File: src/rtl/orient_quant_pkg.sv
package orient_quant_pkg;
  localparam int SH_BASE    = 6;
  localparam int PHASE_W    = 3;
  localparam int LAST_PHASE = 5;
  localparam int HI_PHASE   = 2;

  typedef enum logic {OP_ADD = 1'b0, OP_SUB = 1'b1} op_e;

  typedef struct packed {
    logic       reload;
    op_e        op;
    logic [2:0] shift;
  } step_t;

  // 64q-64p+16p+4p = 64q-44p ; 64q-16p+4p-p = 64q-13p
  function automatic step_t step_of(input logic [PHASE_W-1:0] ph);
    step_t s;
    case (ph)
      3'd0:    s = '{reload: 1'b1, op: OP_SUB, shift: 3'd6};
      3'd1:    s = '{reload: 1'b0, op: OP_ADD, shift: 3'd4};
      3'd2:    s = '{reload: 1'b0, op: OP_ADD, shift: 3'd2};
      3'd3:    s = '{reload: 1'b1, op: OP_SUB, shift: 3'd4};
      3'd4:    s = '{reload: 1'b0, op: OP_ADD, shift: 3'd2};
      default: s = '{reload: 1'b0, op: OP_SUB, shift: 3'd0};
    endcase
    return s;
  endfunction
endpackage

File: src/rtl/oq_fold.sv
module oq_fold #(
  parameter int W = 12
) (
  input  logic                clk,
  input  logic                rst,
  input  logic                load,
  input  logic signed [W-1:0] gx,
  input  logic signed [W-1:0] gy,
  output logic [W-1:0]        major,
  output logic [W-1:0]        minor,
  output logic                swapped,
  output logic                neg
);
  logic [W-1:0] ax, ay;

  always_comb begin
    ax = gx[W-1] ? (~gx + 1'b1) : gx;
    ay = gy[W-1] ? (~gy + 1'b1) : gy;
  end

  always_ff @(posedge clk) begin
    if (rst) begin
      major <= '0; minor <= '0; swapped <= 1'b0; neg <= 1'b0;
    end else if (load) begin
      swapped <= (ay > ax);
      major   <= (ay > ax) ? ay : ax;
      minor   <= (ay > ax) ? ax : ay;
      neg     <= gx[W-1] ^ gy[W-1];
    end
  end

  assert_fold_order_R2: assert property (@(posedge clk) disable iff (rst)
    load |=> (major >= minor));
endmodule

File: src/rtl/oq_datapath.sv
module oq_datapath
  import orient_quant_pkg::*;
#(
  parameter int W = 12
) (
  input  logic               clk,
  input  logic               rst,
  input  logic               run,
  input  logic [PHASE_W-1:0] phase,
  input  logic [W-1:0]       major,
  input  logic [W-1:0]       minor,
  output logic               hi_dec,
  output logic               sum_nonneg
);
  localparam int ACCW = W + SH_BASE + 2;

  logic signed [ACCW-1:0] acc, opa, opb, sum, ext_major, ext_minor;
  step_t st;

  always_comb begin
    st        = step_of(phase);
    ext_major = signed'({{(ACCW-W){1'b0}}, major});
    ext_minor = signed'({{(ACCW-W){1'b0}}, minor});
    opa       = st.reload ? (ext_minor <<< SH_BASE) : acc;
    opb       = ext_major <<< st.shift;
    sum       = (st.op == OP_SUB) ? (opa - opb) : (opa + opb);
    sum_nonneg = ~sum[ACCW-1];
  end

  always_ff @(posedge clk) begin
    if (rst) begin
      acc    <= '0;
      hi_dec <= 1'b0;
    end else if (run) begin
      acc <= sum;
      if (phase == PHASE_W'(HI_PHASE)) hi_dec <= sum_nonneg;
    end
  end

  // a ratio above the upper threshold is also above the lower one
  assert_band_order_R2: assert property (@(posedge clk) disable iff (rst)
    (run && phase == PHASE_W'(LAST_PHASE) && hi_dec) |-> sum_nonneg);
endmodule

File: src/rtl/oq_sequencer.sv
module oq_sequencer
  import orient_quant_pkg::*;
(
  input  logic               clk,
  input  logic               rst,
  input  logic               go,
  output logic               run,
  output logic [PHASE_W-1:0] phase
);
  always_ff @(posedge clk) begin
    if (rst) begin
      run   <= 1'b0;
      phase <= '0;
    end else if (go && !run) begin
      run   <= 1'b1;
      phase <= '0;
    end else if (run) begin
      if (phase == PHASE_W'(LAST_PHASE)) begin
        run   <= 1'b0;
        phase <= '0;
      end else begin
        phase <= phase + 1'b1;
      end
    end
  end

  assert_phase_range_R5: assert property (@(posedge clk) disable iff (rst)
    run |-> (phase <= PHASE_W'(LAST_PHASE)));
endmodule

File: src/rtl/oq_decode.sv
module oq_decode (
  input  logic       hi,
  input  logic       lo,
  input  logic       swapped,
  input  logic       neg,
  output logic [2:0] code
);
  logic [2:0] band, eff;

  always_comb begin
    band = hi ? 3'd2 : (lo ? 3'd1 : 3'd0);
    eff  = swapped ? (3'd4 - band) : band;
    code = neg ? (3'd0 - eff) : eff;
  end
endmodule

File: src/rtl/orient_quant.sv
module orient_quant
  import orient_quant_pkg::*;
#(
  parameter int W = 12
) (
  input  logic                clk,
  input  logic                rst,
  input  logic                start,
  input  logic signed [W-1:0] grad_x,
  input  logic signed [W-1:0] grad_y,
  output logic [2:0]          dir_code,
  output logic                done
);
  logic               run, go, is_zero, hi_dec, sum_nonneg, swapped, neg;
  logic [PHASE_W-1:0] phase;
  logic [W-1:0]       major, minor;
  logic [2:0]         dec_code;

  assign is_zero = (grad_x == '0) && (grad_y == '0);
  assign go      = start && !run && !is_zero;

  oq_fold #(.W(W)) u_fold (
    .clk(clk), .rst(rst), .load(go), .gx(grad_x), .gy(grad_y),
    .major(major), .minor(minor), .swapped(swapped), .neg(neg));

  oq_sequencer u_seq (.clk(clk), .rst(rst), .go(go), .run(run), .phase(phase));

  oq_datapath #(.W(W)) u_dp (
    .clk(clk), .rst(rst), .run(run), .phase(phase), .major(major), .minor(minor),
    .hi_dec(hi_dec), .sum_nonneg(sum_nonneg));

  oq_decode u_dec (.hi(hi_dec), .lo(sum_nonneg), .swapped(swapped), .neg(neg),
    .code(dec_code));

  always_ff @(posedge clk) begin
    if (rst) begin
      dir_code <= 3'd0;
      done     <= 1'b0;
    end else begin
      done <= 1'b0;
      if (start && !run && is_zero) begin
        dir_code <= 3'd0;
        done     <= 1'b1;
      end else if (run && phase == PHASE_W'(LAST_PHASE)) begin
        dir_code <= dec_code;
        done     <= 1'b1;
      end
    end
  end

  assert_done_pulse_R6: assert property (@(posedge clk) disable iff (rst)
    done |=> !done);
  assert_code_hold_R6: assert property (@(posedge clk) disable iff (rst)
    !done |-> $stable(dir_code));
  assert_zero_fast_R8: assert property (@(posedge clk) disable iff (rst)
    (start && !run && is_zero) |=> (done && dir_code == 3'd0));
  assert_busy_ignore_R7: assert property (@(posedge clk) disable iff (rst)
    (run && start && phase != PHASE_W'(LAST_PHASE)) |=> (run && phase == $past(phase) + 1'b1));
endmodule

File: config.mk
export PLATFORM = sky130hd
export DESIGN_NAME = orient_quant
export DESIGN_NICKNAME = d
export VERILOG_FILES = /design/src/rtl/orient_quant_pkg.sv /design/src/rtl/oq_fold.sv /design/src/rtl/oq_datapath.sv /design/src/rtl/oq_sequencer.sv /design/src/rtl/oq_decode.sv /design/src/rtl/orient_quant.sv
export SDC_FILE = /design/constraint.sdc
export NUM_CORES = 1
export LEC_CHECK = 0
export ABC_AREA = 1
export BUFFER_PORTS_ARGS = -buffer_cell sky130_fd_sc_hd__buf_4
export CORE_MARGIN = 2
export CORE_UTILIZATION = 54
export CTS_CLUSTER_DIAMETER = 80
export CTS_CLUSTER_SIZE = 10
export DETAILED_ROUTE_END_ITERATION = 6
export PLACE_DENSITY_LB_ADDON = 0.15
export SYNTH_ARGS = -nofsm -noshare
export SYNTH_HDL_FRONTEND = slang
export SYNTH_SLANG_ARGS = --single-unit
File: constraint.sdc
create_clock -name clk -period 5.5 [get_ports clk]
set_clock_uncertainty 0.2 [all_clocks]
set_input_delay 1.1 -clock clk [delete_from_list [all_inputs] [get_ports clk]]
set_output_delay 1.1 -clock clk [all_outputs]
set_load 0.02 [all_outputs]
== Yosys cells after proc, flatten, opt, wreduce, memory -nomap -nowiden ==
Index checks and enable logic that the tools add are counted.

* Register bits: 55
* Bits of input ports: 27
* Output and inout port bits: 4
* Logic and storage cells: 60

* Add/subtract/negate cells: 7
* $lt $le $gt $ge: 1
* Equality and inequality tests: 5
* Shifts and indexed selects: 1
* Multiplexer cells: 17
* Bitwise operators: 4
* Reduce and logical (&&, ||, !) cells: 15

{| class="wikitable"
|+ Operators with widths
! operator !! count
|-
| 2-to-1 mux 12 bit || 4
|-
| 2-to-1 mux 20 bit || 2
|-
| adder 12 x 1 -> 12 bit, second input constant || 2
|-
| logical NOT 12 bit || 2
|-
| inverter 12 bit || 2
|-
| adder 20 bit || 1
|-
| one-hot mux 5 bit (4 select lines) || 1
|-
| <<< shifter 13 x 3 -> 20 bit || 1
|-
| subtractor 20 bit || 1
|-
| > comparator 12 bit || 1
|-
| 2-to-1 mux 3 bit || 4
|-
| == test 3 x 2 -> 1 bit, second input constant || 2
|-
| == test 3 bit, second input constant || 2
|-
| logical AND 1 bit || 6
|-
| 2-to-1 mux 1 bit || 6
|-
| OR reduction 2 bit || 3
|-
| adder 3 x 1 -> 3 bit, second input constant || 1
|-
| == test 3 x 1 -> 1 bit, second input constant || 1
|-
| logical NOT 3 bit || 1
|-
| subtractor 1 x 3 -> 3 bit, first input constant || 1
|-
| subtractor 3 bit, first input constant || 1
|-
| logical NOT 1 bit || 2
|-
| AND reduction 2 bit || 1
|-
| inverter 1 bit || 1
|-
| bitwise XOR 1 bit || 1
|}

== Longest topological paths before layout ==
Gate-level depths: netlist of run 1.

* Word-level depth: 12
* Depth in mapped cells: 35
* Mapped depth without buffers: 33

== By module ==
From an unflattened synthesis of run 1, not the netlist that was laid out.

* Cell total of the unflattened synthesis: 957
* Area total of the unflattened synthesis: 5869.4 um^2

{| class="wikitable"
|+ Modules (own cells, without submodules)
! module !! instances !! cells an instance !! area each (um^2) !! sequential area each (um^2)
|-
| oq_datapath || 1 || 485 || 3062.9 || 420.4
|-
| oq_fold || 1 || 378 || 2259.7 || 520.5
|-
| orient_quant || 1 || 51 || 290.3 || 80.1
|-
| oq_sequencer || 1 || 24 || 172.7 || 80.1
|-
| oq_decode || 1 || 19 || 83.8 || 0.0
|}

== Worst setup path before layout of run 1 ==
No wires, ideal clock.

* Kind: flip-flop to flip-flop
* Start: register u_seq.phase[0]
* End: register dir_code[1]
* Library setup time: 0.116 ns
* Arrival time: 3.693 ns
* Required time: 5.184 ns
* Setup slack: 1.491 ns
* Stages on the path, launching flop included: 34
* Path buffers: 1
* Clock period less this slack: 4.009 ns
* Cell sequence: dfxtp_1 > buf_2 > nand2_1 > inv_1 > ha_1 > inv_1 > nand2_4 > nor2_8 > nand2_1 > ha_1 > nand3_1 > nor2_1 > nand3_1 > nand2_1 > nand2_1 > nor2_1 > o21ai_0 > xor2_1 > ha_1 > nand2_1 > nor2_1 > nand2_1 > nor2_1 > nand2_1 > nand3_1 > nand3b_2 > nand3_1 > nand2_1 > inv_1 > ha_1 > nor2_1 > nor2_1 > nand2_1 > a21oi_1

* Word-level cells in the longest chain between the ends: 12
* Elaborated cells between the ends (all ways): 20
* Those cells by class: add/sub: 4; eq/ne: 5; shift: 1; mux: 7; reduce/logical: 3

{| class="wikitable"
|+ Ends and longest elaborated chain
! what !! RTL line !! source
|-
| start, declared || oq_sequencer.sv:8 || <nowiki>output logic [PHASE_W-1:0] phase</nowiki>
|-
| start signal, assigned || oq_sequencer.sv:22 || <nowiki>phase <= phase + 1'b1;</nowiki>
|-
| == test 3 bit or == test 3 x 2 -> 1 bit (tied branches) || orient_quant_pkg.sv:18 || <nowiki>case (ph)</nowiki>
|-
| OR reduction 2 bit (no source line) || -- ||
|-
| one-hot mux 5 bit (4 select lines) || orient_quant_pkg.sv:18 ||
|-
| <<< shifter 13 x 3 -> 20 bit or 2-to-1 mux 20 bit (tied branches) || oq_datapath.sv:25, oq_datapath.sv:24 ||
|-
| adder 20 bit or subtractor 20 bit (tied branches) || oq_datapath.sv:26 || <nowiki>sum = (st.op == OP_SUB) ? (opa - opb) : (opa + opb);</nowiki>
|-
| 2-to-1 mux 20 bit || oq_datapath.sv:26 ||
|-
| 2-to-1 mux 1 bit || oq_decode.sv:11 || <nowiki>band = hi ? 3'd2 : (lo ? 3'd1 : 3'd0);</nowiki>
|-
| 2-to-1 mux 3 bit || oq_decode.sv:11 ||
|-
| subtractor 3 bit || oq_decode.sv:12 || <nowiki>eff = swapped ? (3'd4 - band) : band;</nowiki>
|-
| 2-to-1 mux 3 bit || oq_decode.sv:12 ||
|-
| subtractor 1 x 3 -> 3 bit || oq_decode.sv:13 || <nowiki>code = neg ? (3'd0 - eff) : eff;</nowiki>
|-
| 2-to-1 mux 3 bit || oq_decode.sv:13 ||
|-
| end signal, assigned || orient_quant.sv:45 || <nowiki>dir_code <= dec_code;</nowiki>
|-
| end, declared || orient_quant.sv:11 || <nowiki>output logic [2:0] dir_code,</nowiki>
|}

Several ways; a longest one is shown, not always the timed one.
A chain may end at the register's enable or synchronous reset.

== Final worst setup path of run 1 ==
* Start: register u_seq.phase[0]
* End: register dir_code[2]

Same word-level chain as after synthesis.

==> results.sh, run 1 <==
export IMPL_synth_nets=853
export IMPL_ys_seq_area_frac=0.219
export IMPL_insertion_delay_ns=0.31
export IMPL_fin_util=0.588
export IMPL_die_h_um=100
export IMPL_cpMostUsedCell="nand2_1"
export IMPL_setup_ws_ns=0.669
export IMPL_antenna_cells=0
export IMPL_worstPathArrival_ns=4.89
export IMPL_wl_per_cell_um=13.8
export IMPL_dr_pass1_iters=5
export IMPL_syn_avg_cell_area_um2=6.36
export IMPL_min_path_cells=2
export IMPL_cts_tree="done"
export IMPL_regArea_um2=1100
export IMPL_dp_final_hpwl_mm=10.1
export IMPL_synth_seq_cells=55
export IMPL_fillCellCount=908
export IMPL_hold_end="u_dp.acc[1]"
export IMPL_synthFlopType="dfxtp_1"
export IMPL_ctsLongestPathBuffers=2
export IMPL_max_freq_mhz=207
export IMPL_viasPerCell=5.50
export IMPL_whs_ns=0.282
export IMPL_cts_setup_buffers=0
export IMPL_worst_path_max_fanout=29
export IMPL_grt_pass1_vias=4782
export IMPL_finalPower_mw=1.44
export IMPL_synth_area_top_cells="dfxtp_1 (22%), nand2_1 (12%), ha_1 (9.0%)"
export IMPL_status="complete, no violations"
export IMPL_worstReg2RegEnd="dir_code[2]"
export IMPL_power_leakage_nw=2.60
export IMPL_clkTransAtPathRegs_ns=0.12
export IMPL_finalSetupViolCount=0
export IMPL_finalWeightedCongestion=0.940
export IMPL_finalCritPeriodShare=0.878
export IMPL_start_util=0.551
export IMPL_drv_slew=0
export IMPL_cts_root_buf="clkbuf_8"
export IMPL_max_slew_worst_pin_slew_ns=0.698
export IMPL_core_area_um2=9110
export IMPL_htree_num_levels=2
export IMPL_rsz0062_at_grt="false"
export IMPL_r2r_start="u_seq.phase[0]"
export IMPL_dp_slack_ns=0.676
export IMPL_cp_required_ns=5.56
export IMPL_yosysTopAreaCell="dfxtp_1"
export IMPL_drive_gt1_frac=0.0985
export IMPL_fin_tns_setup_ns=0
export IMPL_ys_async_sr_fraction=0
export IMPL_portBuffers=30
export IMPL_vias=5025
export IMPL_final_min_clock_period_ns=4.83
export IMPL_powerDensity_nw_per_um2=269
export IMPL_wirelength_mm=12.6
export IMPL_synth_edf_count=0
export IMPL_max_slew_margin=0.530
export IMPL_cts_hold_buf=0
export IMPL_critPathMaxStageDelay_ns=0.55
export IMPL_ant_nets=0
export IMPL_maxCapViolations=0
export IMPL_ys_warn_count=0
export IMPL_grt_overflow=0
export IMPL_netlist_area_leader_share=0.219
export IMPL_synthDistinctLibCells=44
export IMPL_syn2layout_area_growth_pct=6.81
export IMPL_rows=35
export IMPL_numCtsBuffers=5
export IMPL_critPathKind="reg -> reg"
export IMPL_slowest_stage="dfxtp_1"
export IMPL_cts_resized=0
export IMPL_grt_pass1_wl_mm=21.7
export IMPL_rr_worst_depth=32
export IMPL_grt_usage=0.264
export IMPL_crit_start="u_seq.phase[0]"
export IMPL_start_kind="flop"
export IMPL_synthCells=789
export IMPL_hp_start="u_dp.acc[1]"
export IMPL_layout_nets=865
export IMPL_dieArea_um2=10100
export IMPL_max_vdd_ir_drop_mv=0.125
export IMPL_antenna_found_initial=0
export IMPL_end_kind="flop"
export IMPL_clock_sinks=55
export IMPL_hold_path_class="reg -> reg"
export IMPL_drt_iter0_markers=236
export IMPL_multi_input_area_um2=3330
export IMPL_rrSetupSlack_ns=0.67
export IMPL_grt_max_degree=38
export IMPL_drc=0
export IMPL_die_x_um=100
export IMPL_hold_viol_final=0
export IMPL_netlist_area_um2=5020
export IMPL_num_io_pins=31
[layer usage]
| layer | global-route usage | vias to the layer above | share of wire |
|---|---|---|---|
| li1 | - | 2610 | - |
| met1 | 0.324 | 2285 | 0.45 |
| met2 | 0.485 | 107 | 0.49 |
| met3 | 0.0181 | 23 | 0.031 |
| met4 | 0.0885 | 0 | 0.028 |
| met5 | 0 | - | 0 |
[kinds of logic after synthesis]
group | share of synthesized area
xor gates and xnor gates | 0.0785
DFF | 0.219
adders and majority gates | 0.0937
buffers and inverters | 0.116
and+or+nand+nor | 0.291
AOI/OAI and AO/OA | 0.201
[cell type report]
cell class                      instances  share of cell area
Tap cell                              111              0.0259
Sequential cell                        55               0.205
Clock buffer                            5              0.0128
Clock inverter                          3             0.00514
Timing Repair Buffer                   32              0.0448
Inverter                              120              0.0840
Multi-Input combinational cell        587               0.622
[registers in the layout, indices dropped and copies added (netlist names)]
| name | count |
|---|---|
| u_dp.acc | 20 |
| u_fold.major | 12 |
| u_fold.minor | 12 |
| dir_code | 3 |
| u_seq.phase | 3 |
| done | 1 |
| u_dp.hi_dec | 1 |
| u_fold.neg | 1 |
| u_fold.swapped | 1 |
| u_seq.run | 1 |
[per-stage QoR]
step	instances	instance area [µm²]
floorplan	789	5020
global placement	905	5260
detailed placement	905	5260
CTS	913	5360
global route	913	5360
finish	913	5360
[cell usage in the layout (no fill, tap or decap), types with 2 or more instances in the layout]
cell type,synthesis,layout
a211oi_1,3,3
clkbuf_8,0,5
xnor2_1,13,13
inv_2,5,5
nand2_1,162,162
o21ai_0,60,60
a21oi_1,72,72
nand3_2,3,3
nor4_1,5,5
nand4_1,5,5
nand2_2,16,16
a31oi_1,3,3
o22ai_1,12,12
dfxtp_1,55,55
inv_1,113,113
nor3_1,11,11
nor2_1,64,64
ha_1,36,36
o31ai_1,5,5
or2_2,3,3
nor2_2,4,4
xor2_1,32,32
a21o_1,3,3
clkinv_1,2,2
buf_4,2,32
o32ai_1,3,3
nand2_4,2,2
nand3_1,45,45
o211ai_1,13,13
[report_power, final]
group / switching [mW] / internal [mW]
Combinational: 0.465 / 0.262
Clock: 0.153 / 0.0950
Sequential: 0.0245 / 0.441
[Yosys cell counts (3+ instances only)]
library cell / instances
clkbuf_1: 18
inv_1: 113
a211oi_1: 3
o21ai_0: 60
nor2_1: 64
nand4_1: 5
xor2_1: 32
a31oi_1: 3
o32ai_1: 3
nor2_2: 4
o211ai_1: 13
a21o_1: 3
nor3_1: 11
nand3_2: 3
xnor2_1: 13
buf_6: 3
nand3_1: 45
nor4_1: 5
o31ai_1: 5
inv_2: 5
ha_1: 36
o22ai_1: 12
a21oi_1: 72
nand2_1: 162
or2_2: 3
dfxtp_1: 55
nand2_2: 16
[worst max-delay path by stage]
stage | endpoint
after global routing | dir_code[1]
final | dir_code[2]
after global placement | dir_code[2]
after detailed placement | dir_code[2]
after floorplan | dir_code[1]
after CTS | dir_code[2]
[worst max-delay path, delay by kind of cell, from the launching register on]
kind | cells | cell delay, ns
simple gates | 23 | 3.02
fa+ha+maj | 4 | 0.66
flops | 1 | 0.55
buf+inv | 4 | 0.24
compound gates | 1 | 0.10
No activity file was read; power rests on OpenSTA's default activity.
==> run 2: changes to the inputs <==
Settings changed: CORE_UTILIZATION 54 to 50.
==> results.sh, run 2 (synthesis gave the netlist of run 1 again) <==
export IMPL_cts_tree="done"
export IMPL_max_slew_worst_pin_slew_ns=0.618
export IMPL_cts_setup_buffers=0
export IMPL_worstPathArrival_ns=5.01
export IMPL_max_vdd_ir_drop_mv=0.107
export IMPL_seq_power_share=0.320
export IMPL_multi_input_area_um2=3330
export IMPL_hold_viol_final=0
export IMPL_max_slew_margin=0.587
export IMPL_dieArea_um2=10900
export IMPL_powerDensity_nw_per_um2=269
export IMPL_cts_root_buf="clkbuf_8"
export IMPL_internal_power_mw=0.799
export IMPL_grt_pass1_wl_mm=21.1
export IMPL_layout_nets=865
export IMPL_vias=4967
export IMPL_die_h_um=104
export IMPL_p_switching_mw=0.653
export IMPL_top_register="u_dp.acc"
export IMPL_htree_num_levels=2
export IMPL_grt_usage=0.235
export IMPL_final_cell_mix="nand2_1 (162), inv_1 (113), a21oi_1 (72)"
export IMPL_dr_pass1_iters=4
export IMPL_cpMostUsedCell="nand2_1"
export IMPL_use_met3=0.0238
export IMPL_drive_gt1_frac=0.0985
export IMPL_regArea_um2=1100
export IMPL_wirelength_mm=12.7
export IMPL_core_area_um2=9770
export IMPL_portBuffers=30
export IMPL_drv_slew=0
export IMPL_rows=36
export IMPL_reg_largest_list="u_dp.acc x20, u_fold.major x12, u_fold.minor x12"
export IMPL_grt_overflow=0
export IMPL_antenna_found_initial=0
export IMPL_hold_path_class="reg -> reg"
export IMPL_start_kind="flop"
export IMPL_grt_pass1_vias=4649
export IMPL_start_util=0.513
export IMPL_grt_max_degree=38
export IMPL_num_io_pins=31
export IMPL_insertion_delay_ns=0.33
export IMPL_cp_required_ns=5.58
export IMPL_end_kind="flop"
export IMPL_clock_sinks=55
export IMPL_finalWeightedCongestion=0.912
export IMPL_worst_path_max_fanout=29
export IMPL_critPathMaxStageDelay_ns=0.56
export IMPL_finalCritPeriodShare=0.896
export IMPL_fillCellCount=1026
export IMPL_layout_commonest_cell="nand2_1"
export IMPL_maxCapViolations=0
export IMPL_finalSetupViolCount=0
export IMPL_numCtsBuffers=5
export IMPL_cts_resized=0
export IMPL_syn2layout_area_growth_pct=7.35
export IMPL_use_met1=0.285
export IMPL_largest_reg_flops=20
export IMPL_die_x_um=104
export IMPL_use_met2=0.427
export IMPL_ctsLongestPathBuffers=2
export IMPL_clkTransAtPathRegs_ns=0.12
export IMPL_cts_hold_buf=0
export IMPL_combPwrFrac=0.506
export IMPL_power_leakage_nw=2.60
export IMPL_max_freq_mhz=203
export IMPL_fin_tns_setup_ns=0
export IMPL_status="complete, no violations"
export IMPL_drc=0
export IMPL_drt_iter0_markers=235
export IMPL_final_min_clock_period_ns=4.93
export IMPL_viasPerCell=5.31
export IMPL_wl_per_cell_um=13.6
export IMPL_dp_final_hpwl_mm=10.2
export IMPL_ant_nets=0
export IMPL_critPathKind="reg -> reg"
export IMPL_p_clk_frac=0.175
export IMPL_swShare=0.450
export IMPL_antenna_cells=0
export IMPL_top_usage_layer="met2"
export IMPL_rsz0062_at_grt="false"
export IMPL_fin_util=0.551
export IMPL_slowest_stage="dfxtp_1"
[run 2: per-layer routing]
| metal | vias to the layer above | wire (µm) |
|---|---|---|
| li1 | 2613 | - |
| met1 | 2235 | 5870 |
| met2 | 101 | 6120 |
| met3 | 18 | 384 |
| met4 | 0 | 294 |
| met5 | - | 0 |
[run 2: final timing paths]
| kind | start | to | depth (start not counted) | slack, ns |
|---|---|---|---|---|
| setup / recovery | u_seq.phase[0] | dir_code[2] | 33 | 0.57 |
| hold / removal | dir_code[1] | dir_code[1] | 2 | 0.27 |
| setup reg to reg | u_seq.phase[0] | dir_code[2] | 33 | 0.57 |
| hold reg to reg | dir_code[1] | dir_code[1] | 2 | 0.27 |
[run 2: power by group through the flow]
stage | clock, mW | sequential (mW) | combinational (mW)
after CTS | 0.263 | 0.464 | 0.727
after global placement | 0 | 0.472 | 0.711
after global routing | 0.276 | 0.469 | 0.827
after floorplan | 0 | 0.463 | 0.567
after detailed placement | 0 | 0.473 | 0.723
final | 0.253 | 0.464 | 0.734
[run 2: area by class of cell]
cell class                 count  share of cell area
clock buffer                   5              0.0128
clock inverter                 3             0.00511
inverter                     120              0.0836
multi-input combinational    587               0.619
sequential                    55               0.204
tap                          133              0.0309
timing repair buffer          32              0.0446
[run 2: worst max-delay path, delay by kind of cell, from the launching register on]
family          cells  cell delay [ns]
fa+ha+maj           4             0.84
xor+xnor            1             0.16
simple gates       22             2.63
compound gates      2             0.22
flops               1             0.56
buf+inv             4             0.24
[run 2: metrics by stage]
step | total power [mW] | setup WS [ns] | instances | hold WS (ns) | cell area (µm²)
2_1_floorplan | 1.03 | 1.49 | 789 | 0.235 | 5020
3_5_place_dp | 1.20 | 0.641 | 927 | 0.253 | 5290
4_1_cts | 1.45 | 0.606 | 935 | 0.271 | 5390
5_1_grt | 1.57 | 0.131 | 935 | 0.291 | 5390
3_3_place_gp | 1.18 | 0.740 | 927 | 0.248 | 5290
6_report | 1.45 | 0.571 | 935 | 0.269 | 5390
